### src/rtl/spi_mailbox_pkg.sv
package spi_mailbox_pkg;

  localparam logic [7:0] OP_WRITE  = 8'h02;
  localparam logic [7:0] OP_READ   = 8'h03;
  localparam logic [7:0] OP_STATUS = 8'h05;
  localparam logic [7:0] OP_WREN   = 8'h06;

  typedef enum logic [2:0] {
    ST_OPCODE,
    ST_ADDR_HI,
    ST_ADDR_LO,
    ST_WRITE,
    ST_READ,
    ST_STATUS,
    ST_HOLD,
    ST_MUTE
  } frame_state_t;

endpackage

### src/rtl/spi_mailbox_sync.sv
module spi_mailbox_sync #(
  parameter int          STAGES    = 2,
  parameter int          WIDTH     = 3,
  parameter logic [WIDTH-1:0] RESET_VAL = '0
) (
  input  logic             clk,
  input  logic             rst,
  input  logic [WIDTH-1:0] d,
  output logic [WIDTH-1:0] q
);

  logic [WIDTH-1:0] pipe [STAGES];

  always_ff @(posedge clk) begin
    if (rst) begin
      for (int i = 0; i < STAGES; i++) pipe[i] <= RESET_VAL;
    end else begin
      pipe[0] <= d;
      for (int i = 1; i < STAGES; i++) pipe[i] <= pipe[i-1];
    end
  end

  assign q = pipe[STAGES-1];

endmodule

### src/rtl/spi_mailbox_ram.sv
module spi_mailbox_ram #(
  parameter int AW = 8,
  parameter int DW = 8
) (
  input  logic          clk,
  input  logic          we,
  input  logic [AW-1:0] waddr,
  input  logic [DW-1:0] wdata,
  input  logic [AW-1:0] raddr,
  output logic [DW-1:0] rdata
);

  localparam int DEPTH = 1 << AW;

  logic [DW-1:0] mem [DEPTH];

  always_ff @(posedge clk) begin
    if (we) mem[waddr] <= wdata;
    rdata <= mem[raddr];
  end

endmodule

### src/rtl/spi_mailbox_shifter.sv
module spi_mailbox_shifter (
  input  logic       clk,
  input  logic       rst,
  input  logic       sck_s,
  input  logic       cs_n_s,
  input  logic       si_s,
  input  logic       tx_en,
  input  logic [7:0] tx_byte,
  output logic       byte_v,
  output logic [7:0] rx_byte,
  output logic       frame_end,
  output logic       so_d,
  output logic       so_oe
);

  logic       sck_q;
  logic       cs_q;
  logic [2:0] bit_cnt;
  logic [6:0] rx_sh;
  logic [7:0] tx_sh;
  logic       sck_rise;
  logic       sck_fall;

  assign sck_rise  = sck_s & ~sck_q & ~cs_n_s;
  assign sck_fall  = ~sck_s & sck_q & ~cs_n_s;
  assign frame_end = cs_n_s & ~cs_q;

  always_ff @(posedge clk) begin
    if (rst) begin
      sck_q   <= 1'b0;
      cs_q    <= 1'b1;
      bit_cnt <= '0;
      rx_sh   <= '0;
      rx_byte <= '0;
      byte_v  <= 1'b0;
      tx_sh   <= '0;
      so_d    <= 1'b0;
      so_oe   <= 1'b0;
    end else begin
      sck_q  <= sck_s;
      cs_q   <= cs_n_s;
      byte_v <= 1'b0;
      if (cs_n_s) begin
        bit_cnt <= '0;
        so_oe   <= 1'b0;
      end else begin
        if (sck_rise) begin
          bit_cnt <= bit_cnt + 3'd1;
          rx_sh   <= {rx_sh[5:0], si_s};
          if (bit_cnt == 3'd7) begin
            byte_v  <= 1'b1;
            rx_byte <= {rx_sh, si_s};
          end
        end
        if (sck_fall) begin
          if (bit_cnt == 3'd0) begin
            if (tx_en) begin
              so_d  <= tx_byte[7];
              tx_sh <= {tx_byte[6:0], 1'b0};
              so_oe <= 1'b1;
            end else begin
              so_oe <= 1'b0;
            end
          end else begin
            so_d  <= tx_sh[7];
            tx_sh <= {tx_sh[6:0], 1'b0};
          end
        end
      end
    end
  end

endmodule

### src/rtl/spi_mailbox.sv
module spi_mailbox
  import spi_mailbox_pkg::*;
#(
  parameter int          MEM_AW      = 8,
  parameter int          BUF_AW      = 4,
  parameter int          SYNC_STAGES = 2,
  parameter logic [15:0] MBOX_ADDR   = 16'hFE00
) (
  input  logic              clk,
  input  logic              rst,
  input  logic              sck,
  input  logic              cs_n,
  input  logic              si,
  output logic              so_d,
  output logic              so_oe,
  output logic              cmd_ready,
  input  logic [BUF_AW-1:0] cmd_raddr,
  output logic [7:0]        cmd_rdata,
  input  logic              rsp_we,
  input  logic [BUF_AW-1:0] rsp_waddr,
  input  logic [7:0]        rsp_wdata,
  input  logic              rsp_ready
);

  localparam logic [BUF_AW-1:0] PTR_ONE = 1;

  logic [2:0]   pins_s;
  logic         sck_s, cs_n_s, si_s;
  logic         byte_v, frame_end, tx_en;
  logic [7:0]   rx_byte, tx_byte, status_byte, mem_q, rsp_q;
  frame_state_t state;
  logic [15:0]  addr;
  logic         mbox, wel, wr_frame, cmd_dirty, ld1, ld2;
  logic [BUF_AW-1:0] buf_ptr;
  logic         mem_we, cmd_we, wr_ok;

  spi_mailbox_sync #(.STAGES(SYNC_STAGES), .WIDTH(3), .RESET_VAL(3'b100)) u_sync (
    .clk (clk),
    .rst (rst),
    .d   ({cs_n, sck, si}),
    .q   (pins_s)
  );

  assign cs_n_s = pins_s[2];
  assign sck_s  = pins_s[1];
  assign si_s   = pins_s[0];

  assign tx_en = (state == ST_READ) || (state == ST_STATUS);

  spi_mailbox_shifter u_shift (
    .clk       (clk),
    .rst       (rst),
    .sck_s     (sck_s),
    .cs_n_s    (cs_n_s),
    .si_s      (si_s),
    .tx_en     (tx_en),
    .tx_byte   (tx_byte),
    .byte_v    (byte_v),
    .rx_byte   (rx_byte),
    .frame_end (frame_end),
    .so_d      (so_d),
    .so_oe     (so_oe)
  );

  assign status_byte = {6'b0, wel, rsp_ready};
  assign wr_ok  = byte_v && (state == ST_WRITE) && wel;
  assign mem_we = wr_ok && !mbox;
  assign cmd_we = wr_ok && mbox;

  spi_mailbox_ram #(.AW(MEM_AW), .DW(8)) u_mem (
    .clk (clk), .we (mem_we), .waddr (addr[MEM_AW-1:0]), .wdata (rx_byte),
    .raddr (addr[MEM_AW-1:0]), .rdata (mem_q)
  );

  spi_mailbox_ram #(.AW(BUF_AW), .DW(8)) u_cmd_buf (
    .clk (clk), .we (cmd_we), .waddr (buf_ptr), .wdata (rx_byte),
    .raddr (cmd_raddr), .rdata (cmd_rdata)
  );

  spi_mailbox_ram #(.AW(BUF_AW), .DW(8)) u_rsp_buf (
    .clk (clk), .we (rsp_we), .waddr (rsp_waddr), .wdata (rsp_wdata),
    .raddr (buf_ptr), .rdata (rsp_q)
  );

  always_ff @(posedge clk) begin
    if (rst) begin
      state     <= ST_OPCODE;
      addr      <= '0;
      mbox      <= 1'b0;
      buf_ptr   <= '0;
      wel       <= 1'b0;
      wr_frame  <= 1'b0;
      cmd_dirty <= 1'b0;
      cmd_ready <= 1'b0;
      ld1       <= 1'b0;
      ld2       <= 1'b0;
      tx_byte   <= '0;
    end else begin
      cmd_ready <= 1'b0;
      ld1       <= 1'b0;
      ld2       <= ld1;
      if (ld2) tx_byte <= mbox ? rsp_q : mem_q;
      if (byte_v) begin
        case (state)
          ST_OPCODE: begin
            case (rx_byte)
              OP_WRITE: begin
                state    <= ST_ADDR_HI;
                wr_frame <= 1'b1;
              end
              OP_READ:   state <= ST_ADDR_HI;
              OP_STATUS: begin
                state   <= ST_STATUS;
                tx_byte <= status_byte;
              end
              OP_WREN: begin
                wel   <= 1'b1;
                state <= ST_HOLD;
              end
              default:   state <= ST_MUTE;
            endcase
          end
          ST_ADDR_HI: begin
            addr[15:8] <= rx_byte;
            state      <= ST_ADDR_LO;
          end
          ST_ADDR_LO: begin
            addr  <= {addr[15:8], rx_byte};
            mbox  <= ({addr[15:8], rx_byte} == MBOX_ADDR);
            state <= wr_frame ? ST_WRITE : ST_READ;
            ld1   <= !wr_frame;
          end
          ST_WRITE: begin
            if (wel) begin
              if (mbox) begin
                buf_ptr   <= buf_ptr + PTR_ONE;
                cmd_dirty <= 1'b1;
              end else begin
                addr <= addr + 16'd1;
              end
            end
          end
          ST_READ: begin
            if (mbox) buf_ptr <= buf_ptr + PTR_ONE;
            else      addr    <= addr + 16'd1;
            ld1 <= 1'b1;
          end
          ST_STATUS: tx_byte <= status_byte;
          default: ;
        endcase
      end
      if (frame_end) begin
        state     <= ST_OPCODE;
        buf_ptr   <= '0;
        mbox      <= 1'b0;
        wr_frame  <= 1'b0;
        cmd_dirty <= 1'b0;
        cmd_ready <= cmd_dirty;
        if (wr_frame) wel <= 1'b0;
      end
    end
  end

endmodule

### config.mk
export PLATFORM = sky130hd
export DESIGN_NAME = spi_mailbox
export DESIGN_NICKNAME = d
export VERILOG_FILES = /design/src/rtl/spi_mailbox_pkg.sv /design/src/rtl/spi_mailbox_sync.sv /design/src/rtl/spi_mailbox_ram.sv /design/src/rtl/spi_mailbox_shifter.sv /design/src/rtl/spi_mailbox.sv
export SDC_FILE = /design/constraint.sdc
export NUM_CORES = 2
export LEC_CHECK = 0
export ABC_AREA = 1
export BUFFER_PORTS_ARGS = -buffer_cell sky130_fd_sc_hd__buf_4
export CAP_MARGIN = 20
export CELL_PAD_IN_SITES_DETAIL_PLACEMENT = 0
export CELL_PAD_IN_SITES_GLOBAL_PLACEMENT = 1
export CORE_ASPECT_RATIO = 0.9
export CORE_MARGIN = 2
export CORE_UTILIZATION = 52
export DETAILED_ROUTE_END_ITERATION = 7
export PLACE_DENSITY = 0.89
export SETUP_SLACK_MARGIN = 0.15
export SKIP_CTS_REPAIR_TIMING = 1
export SYNTH_ARGS = -nofsm -noshare
export SYNTH_HDL_FRONTEND = slang
export SYNTH_HIERARCHICAL = 1
export SYNTH_SLANG_ARGS = --single-unit
### constraint.sdc
create_clock -name clk -period 6.1 [get_ports clk]
set_clock_uncertainty 0.15 [all_clocks]
set_input_delay 1.22 -clock clk [delete_from_list [all_inputs] [get_ports clk]]
set_output_delay 1.22 -clock clk [all_outputs]
set_load 0.01 [all_outputs]
Yosys cells after proc, flatten, opt, wreduce, memory -nomap -nowiden
Memory sizes are Yosys's and may differ from the RTL's. A register that Yosys moved wholly into a read port is not among the register bits.
Cells that the tools add are included.

cells by class
  reductions and logical operators = 30
  $add $sub $neg = 3
  bitwise operators = 14
  muxes and demuxes = 38
  equal/unequal tests = 13

operators with widths
  kind                                                                    count
  8-bit two-way mux                                                       6
  8-bit case mux with 3 select lines                                      2
  16-bit two-way mux                                                      2
  1-bit two-way mux                                                       18
  3-bit case mux with 3 select lines                                      2
  3-bit AND reduction                                                     6
  16-bit by 1-bit adder with 16-bit output (second input constant)        1
  16-bit equality test (second input constant)                            1
  8-bit by 2-bit equality test with 1-bit output (second input constant)  2
  8-bit by 3-bit equality test with 1-bit output (second input constant)  2
  8-bit case mux with 2 select lines                                      1
  2-bit OR reduction                                                      5
  3-bit equality test (second input constant)                             3
  3-bit two-way mux                                                       3
  3-bit nonzero test                                                      3
  4-bit two-way mux                                                       2
  4-bit case mux with 2 select lines                                      1
  2-bit AND reduction                                                     4
  1-bit inverter                                                          7
  3-bit by 2-bit equality test with 1-bit output (second input constant)  2
  3-bit logical NOT                                                       2
  1-bit AND                                                               5
  4-bit by 1-bit adder with 4-bit output (second input constant)          1
  1-bit logical AND                                                       4
  10 further kinds                                                        13

word-level totals
  memories = 4
  bits in writable memories = 2310
  input bits = 23
  register bits = 69
  output and inout port bits = 11
  logic and storage cells = 123

memories
  memory         depth  width  read ports  clocked after memory_dff  write ports  line                    source
  u_mem.mem      256    8      1           1                         1            spi_mailbox_ram.sv:15   logic [DW-1:0] mem [DEPTH];
  u_cmd_buf.mem  16     8      1           1                         1            spi_mailbox_ram.sv:15
  u_rsp_buf.mem  16     8      1           1                         1            spi_mailbox_ram.sv:15
  u_sync.pipe    2      3      2           0                         2            spi_mailbox_sync.sv:12  logic [WIDTH-1:0] pipe [STAGES];

Logic depth before layout (Yosys ltp)
  depth after elaboration = 6
  depth in mapped cells = 15
  depth with buffers taken out = 11

Cells and area by module
The synthesis kept the hierarchy.

by module, submodules not included
  module                           cells each  area an instance (um^2)  times used
  spi_mailbox_ram (u_mem)          7003        83396.2                  1
  spi_mailbox_ram (u_cmd_buf ...)  551         5766.8                   2
  spi_mailbox                      385         2333.5                   1
  spi_mailbox_shifter              173         1277.5                   1
  spi_mailbox_sync                 22          191.4                    1

Worst setup path before layout
No wires, ideal clock.

  kind = register to register
  start = reg u_shift.rx_byte[3]
  end = reg tx_byte[2]
  clock period less this slack = 5024 ps
  data required time = 5885 ps
  path slack = 1076 ps
  library setup time = 65 ps
  buffers on the path = 0
  stages on the path, launching flop included = 9
  arrival = 4808 ps
  cells stage by stage = dfxtp_1 inv_1 nand2_1 nor3_1 nand2_1 nand2_1 nand2_1 nand2_1 nor2_1

between the ends
  cells in the longest elaborated chain, start to end = 4

ends and longest elaborated chain
  what                                            line                       source
  from (decl)                                     spi_mailbox_shifter.sv:10  output logic [7:0] rx_byte,
  from (signal assigned)                          spi_mailbox_shifter.sv:52  rx_byte <= {rx_sh, si_s};
  8-bit by 3-bit equality test with 1-bit output  spi_mailbox.sv:106         case (rx_byte)
  8-bit two-way mux                               spi_mailbox.sv:106
  8-bit case mux with 2 select lines              spi_mailbox.sv:104         case (state)
  8-bit two-way mux                               spi_mailbox.sv:103         if (byte_v) begin
  to (signal assigned)                            spi_mailbox.sv:102         if (ld2) tx_byte <= mbox ? rsp_q : mem_q;
  to (signal assigned)                            spi_mailbox.sv:114         tx_byte <= status_byte;
  to (signal assigned)                            spi_mailbox.sv:148         ST_STATUS: tx_byte <= status_byte;
  to (decl)                                       spi_mailbox.sv:30          logic [7:0] rx_byte, tx_byte, status_byte, mem_q, rsp_q;

No other way between the ends.
A chain may end at the register's enable or synchronous reset.

==> impl_metrics.csv <==
group,metric,value,unit
setup_path,cp_max_fo,88,
timing,setup_viol,0,
setup_path,critical_path_class,"flip-flop to flip-flop",
yosys,synth-edff-count,2304,
timing,final.setup.tns,0,ns
detailed_routing,wl_per_cell,22.86,um
finish,area_growth,8.983,%
placement,dp.cells,10780,
detailed_routing,drc,0,
detailed_routing,wirelength,256100,um
outcome,status,"finished clean",
yosys,synth_top_cell_by_area,"edfxtp_1",
floorplan,fp-row-count,151,
finish,drive_gt1_share,5.513,%
detailed_routing,viasPerCell,5.917,
yosys,seq_area_frac_synth,72.06,%
timing,hold_slack,0.2543,ns
yosys,ys_types,36,
job,cap_violations,0,
finish,final_area,107600,um2
power,power_density,295.5,nW/um2
hold_path,hold_start,"ld1",
global_route,grt_max_degree,252,
timing,rsz0062_at_grt,"false",
setup_path,regToRegSetupSlack,1.87,ns
finish,fill_cells,14980,
floorplan,die_area,193400,um2
setup_path,cp.required,6.75,ns
placement,postPlaceCellArea,100300,um2
yosys,yosysWarnings,6,
detailed_routing,first_iter_violations,9891,
finish,final_cells,11200,
yosys,syn-instance-count,8685,
hold_path,hold_class,"flip-flop to flip-flop",
yosys,avgSynthCellArea,11.37,um2
global_route,track_usage,25.97,%
yosys,yosysTopAreaCellShare,70.07,%
clock_tree,clock_sinks,2402,
clock_tree,cts-root-buf,"clkbuf_16",
placement,io_buffers,33,
setup_path,critPathLaunchType,"flip-flop",
yosys,synth.cell_area,98730,um2
setup_path,worstPathArrival,4.88,ns
power,ir_drop,0.3022,mV
clock_tree,clk_pin_slew_worst_paths,0.06,ns
finish,finalNetCount,8508,
floorplan,fp.dieW,463.3,um
power,p_leak,40.58,nW
timing,slew_violations,0,
clock_tree,cts_tree,"done",
floorplan,start_util,52.42,%
yosys,synthMostInstantiatedCell,"nand2_1",
global_route,grt_pass1_wl,383400,um
setup_path,end_kind,"flip-flop",
timing,tightest_slew,1.145,ns
timing,slew_headroom,23.65,%
setup_path,rr_endpoint,"u_mem/rdata[1]",
global_route,grt_pass1_vias,61750,
clock_tree,cts_buffers,221,
timing,hold_viol,0,
detailed_routing,vias,66270,
yosys,synth_top_cells_by_area,"edfxtp_1 70%, nand3_1 11%, nand2_1 10%, dfxtp_1 2.0%, nor2_1 1.6%",
placement,place.gp.congestion,0.8832,
floorplan,core,188400,um2
yosys,synth-async-reset-ratio,0,%
global_route,grt-ovfl-total,0,
setup_path,r2r_start,"addr[0]",
detailed_routing,first_pass_iters,8,
hold_path,whs_endpoint,"ld2",
hold_path,hold_depth,2,
setup_path,r2r_cells,12,
clock_tree,clockBufferDepth,3,
timing,max_freq,0.2364,GHz
yosys,synth_common_cells,"2632 x nand2_1, 2304 x edfxtp_1, 2242 x nand3_1, 427 x nor2_1, 301 x inv_1",
global_route,antenna_found_initial,7,
clock_tree,clk_latency,0.86,ns
yosys,synth_seq_cells,2402,
floorplan,io-pin-count,34,
floorplan,die_h,417.4,um
detailed_routing,ant_nets,0,
yosys,syn-num-nets,8713,
timing,period_share,69.33,%
clock_tree,htree_levels,4,
power,finalPower,31.80,mW
yosys,synth_ff_type,"edfxtp_1",
placement,dp_hpwl,140500,um
timing,post-route-min-period,4.229,ns
## final cells by class
class | count | area, um2 | share of cell area, %
Multi-Input combinational cell | 5419 | 23490 | 21.83
Clock buffer | 293 | 6121 | 5.688
Antenna cell | 7 | 17.52 | 0.01628
Timing Repair Buffer | 120 | 1270 | 1.180
Tap cell | 2524 | 3158 | 2.935
Inverter | 316 | 1220 | 1.134
Clock inverter | 120 | 1130 | 1.050
Sequential cell | 2402 | 71200 | 66.17
## where the power goes
part	internal (mW)	switching, mW
registers	17.8	0.00721
clock network	7.83	5.99
logic	0.0441	0.108
total	25.7	6.10
## how the worst max path moves through the flow
stage	slack, ns	start	cells past startpoint	end
finish	1.87	addr[0]	12	u_mem/rdata[1]
global route	1.74	addr[0]	12	u_mem/rdata[2]
CTS	2.03	addr[0]	12	u_mem/rdata[6]
detailed placement	2.06	addr[0]	12	u_mem/rdata[6]
global placement	1.90	addr[5]	4	u_mem/mem[100][4]
floorplan	1.08	u_shift/rx_byte[3]	8	tx_byte[2]
## cell usage in the layout, fill, tap and decap left out, types with 4 or more instances in the layout
master | netlist | final
mux2i_1 | 6 | 6
nor3_1 | 5 | 4
buf_4 | 58 | 86
nand3b_1 | 5 | 5
diode_2 | 0 | 7
buf_6 | 33 | 6
clkbuf_16 | 0 | 229
clkinv_1 | 1 | 56
dfxtp_1 | 98 | 83
nand4_1 | 6 | 6
o21ai_0 | 33 | 33
inv_2 | 13 | 12
clkbuf_8 | 1 | 16
clkinv_2 | 0 | 31
inv_1 | 301 | 299
dfxtp_4 | 0 | 13
bufinv_16 | 0 | 19
a21oi_1 | 31 | 31
clkbuf_1 | 113 | 49
nand2_1 | 2632 | 2631
nand3_1 | 2242 | 2242
nand2_2 | 6 | 7
nor2_1 | 427 | 427
inv_6 | 0 | 4
ha_1 | 5 | 5
buf_12 | 0 | 25
edfxtp_1 | 2304 | 2304
## through the flow
step / setup slack (ns) / util [%]
after global routing: 1.739 / 57.11
after CTS: 2.035 / 57.07
final: 1.871 / 57.12
after global placement: 1.900 / 53.17
after detailed placement: 2.057 / 53.22
after floorplan: 1.076 / -
## flip-flops by register name, summed over array words and instances (netlist names), 4 cells and up
register and cells:
u_shift/tx_sh 7, addr 16, u_cmd_buf/rdata 8, u_rsp_buf/mem 128, tx_byte 8, u_mem/rdata 8
u_cmd_buf/mem 128, u_mem/mem 2048, u_shift/rx_byte 8, buf_ptr 4, u_rsp_buf/rdata 8, u_shift/rx_sh 7
u_sync/pipe 6
## layer usage
metal,global-route usage (%),vias up,wire length (um)
met3,5.423,491,30030
met1,37.93,32190,102600
li1,-,29810,-
met5,0,-,41
met4,8.508,6,7733
met2,39.11,3775,115600
## critical path, cell delays in order (launching register included)
cell and delay (ns):
dfxtp_4 0.77, buf_4 0.84, buf_4 0.80, nand2_1 0.12, nand3_1 0.12, nand3_1 0.14
nand3_1 0.18, nand3_1 0.13, nand3_1 0.12, nand3_1 0.26, nand2_1 0.17, nand2_1 0.13
nand2_1 0.10
## cells by family (layout without fill, tap and decap cells)
family,Yosys count,count (layout),synth area share (%)
XOR/XNOR,4,4,0.03549
AND/OR/NAND/NOR,5335,5335,23.25
buffers and inverters,864,849,4.159
flip-flops,2402,2402,72.06
adder cells (fa/ha/maj),5,5,0.06336
other,0,7,0
AO/OA/AOI/OAI,69,69,0.3662
multiplexers,6,6,0.06083
(Power assumes the default switching activity.)
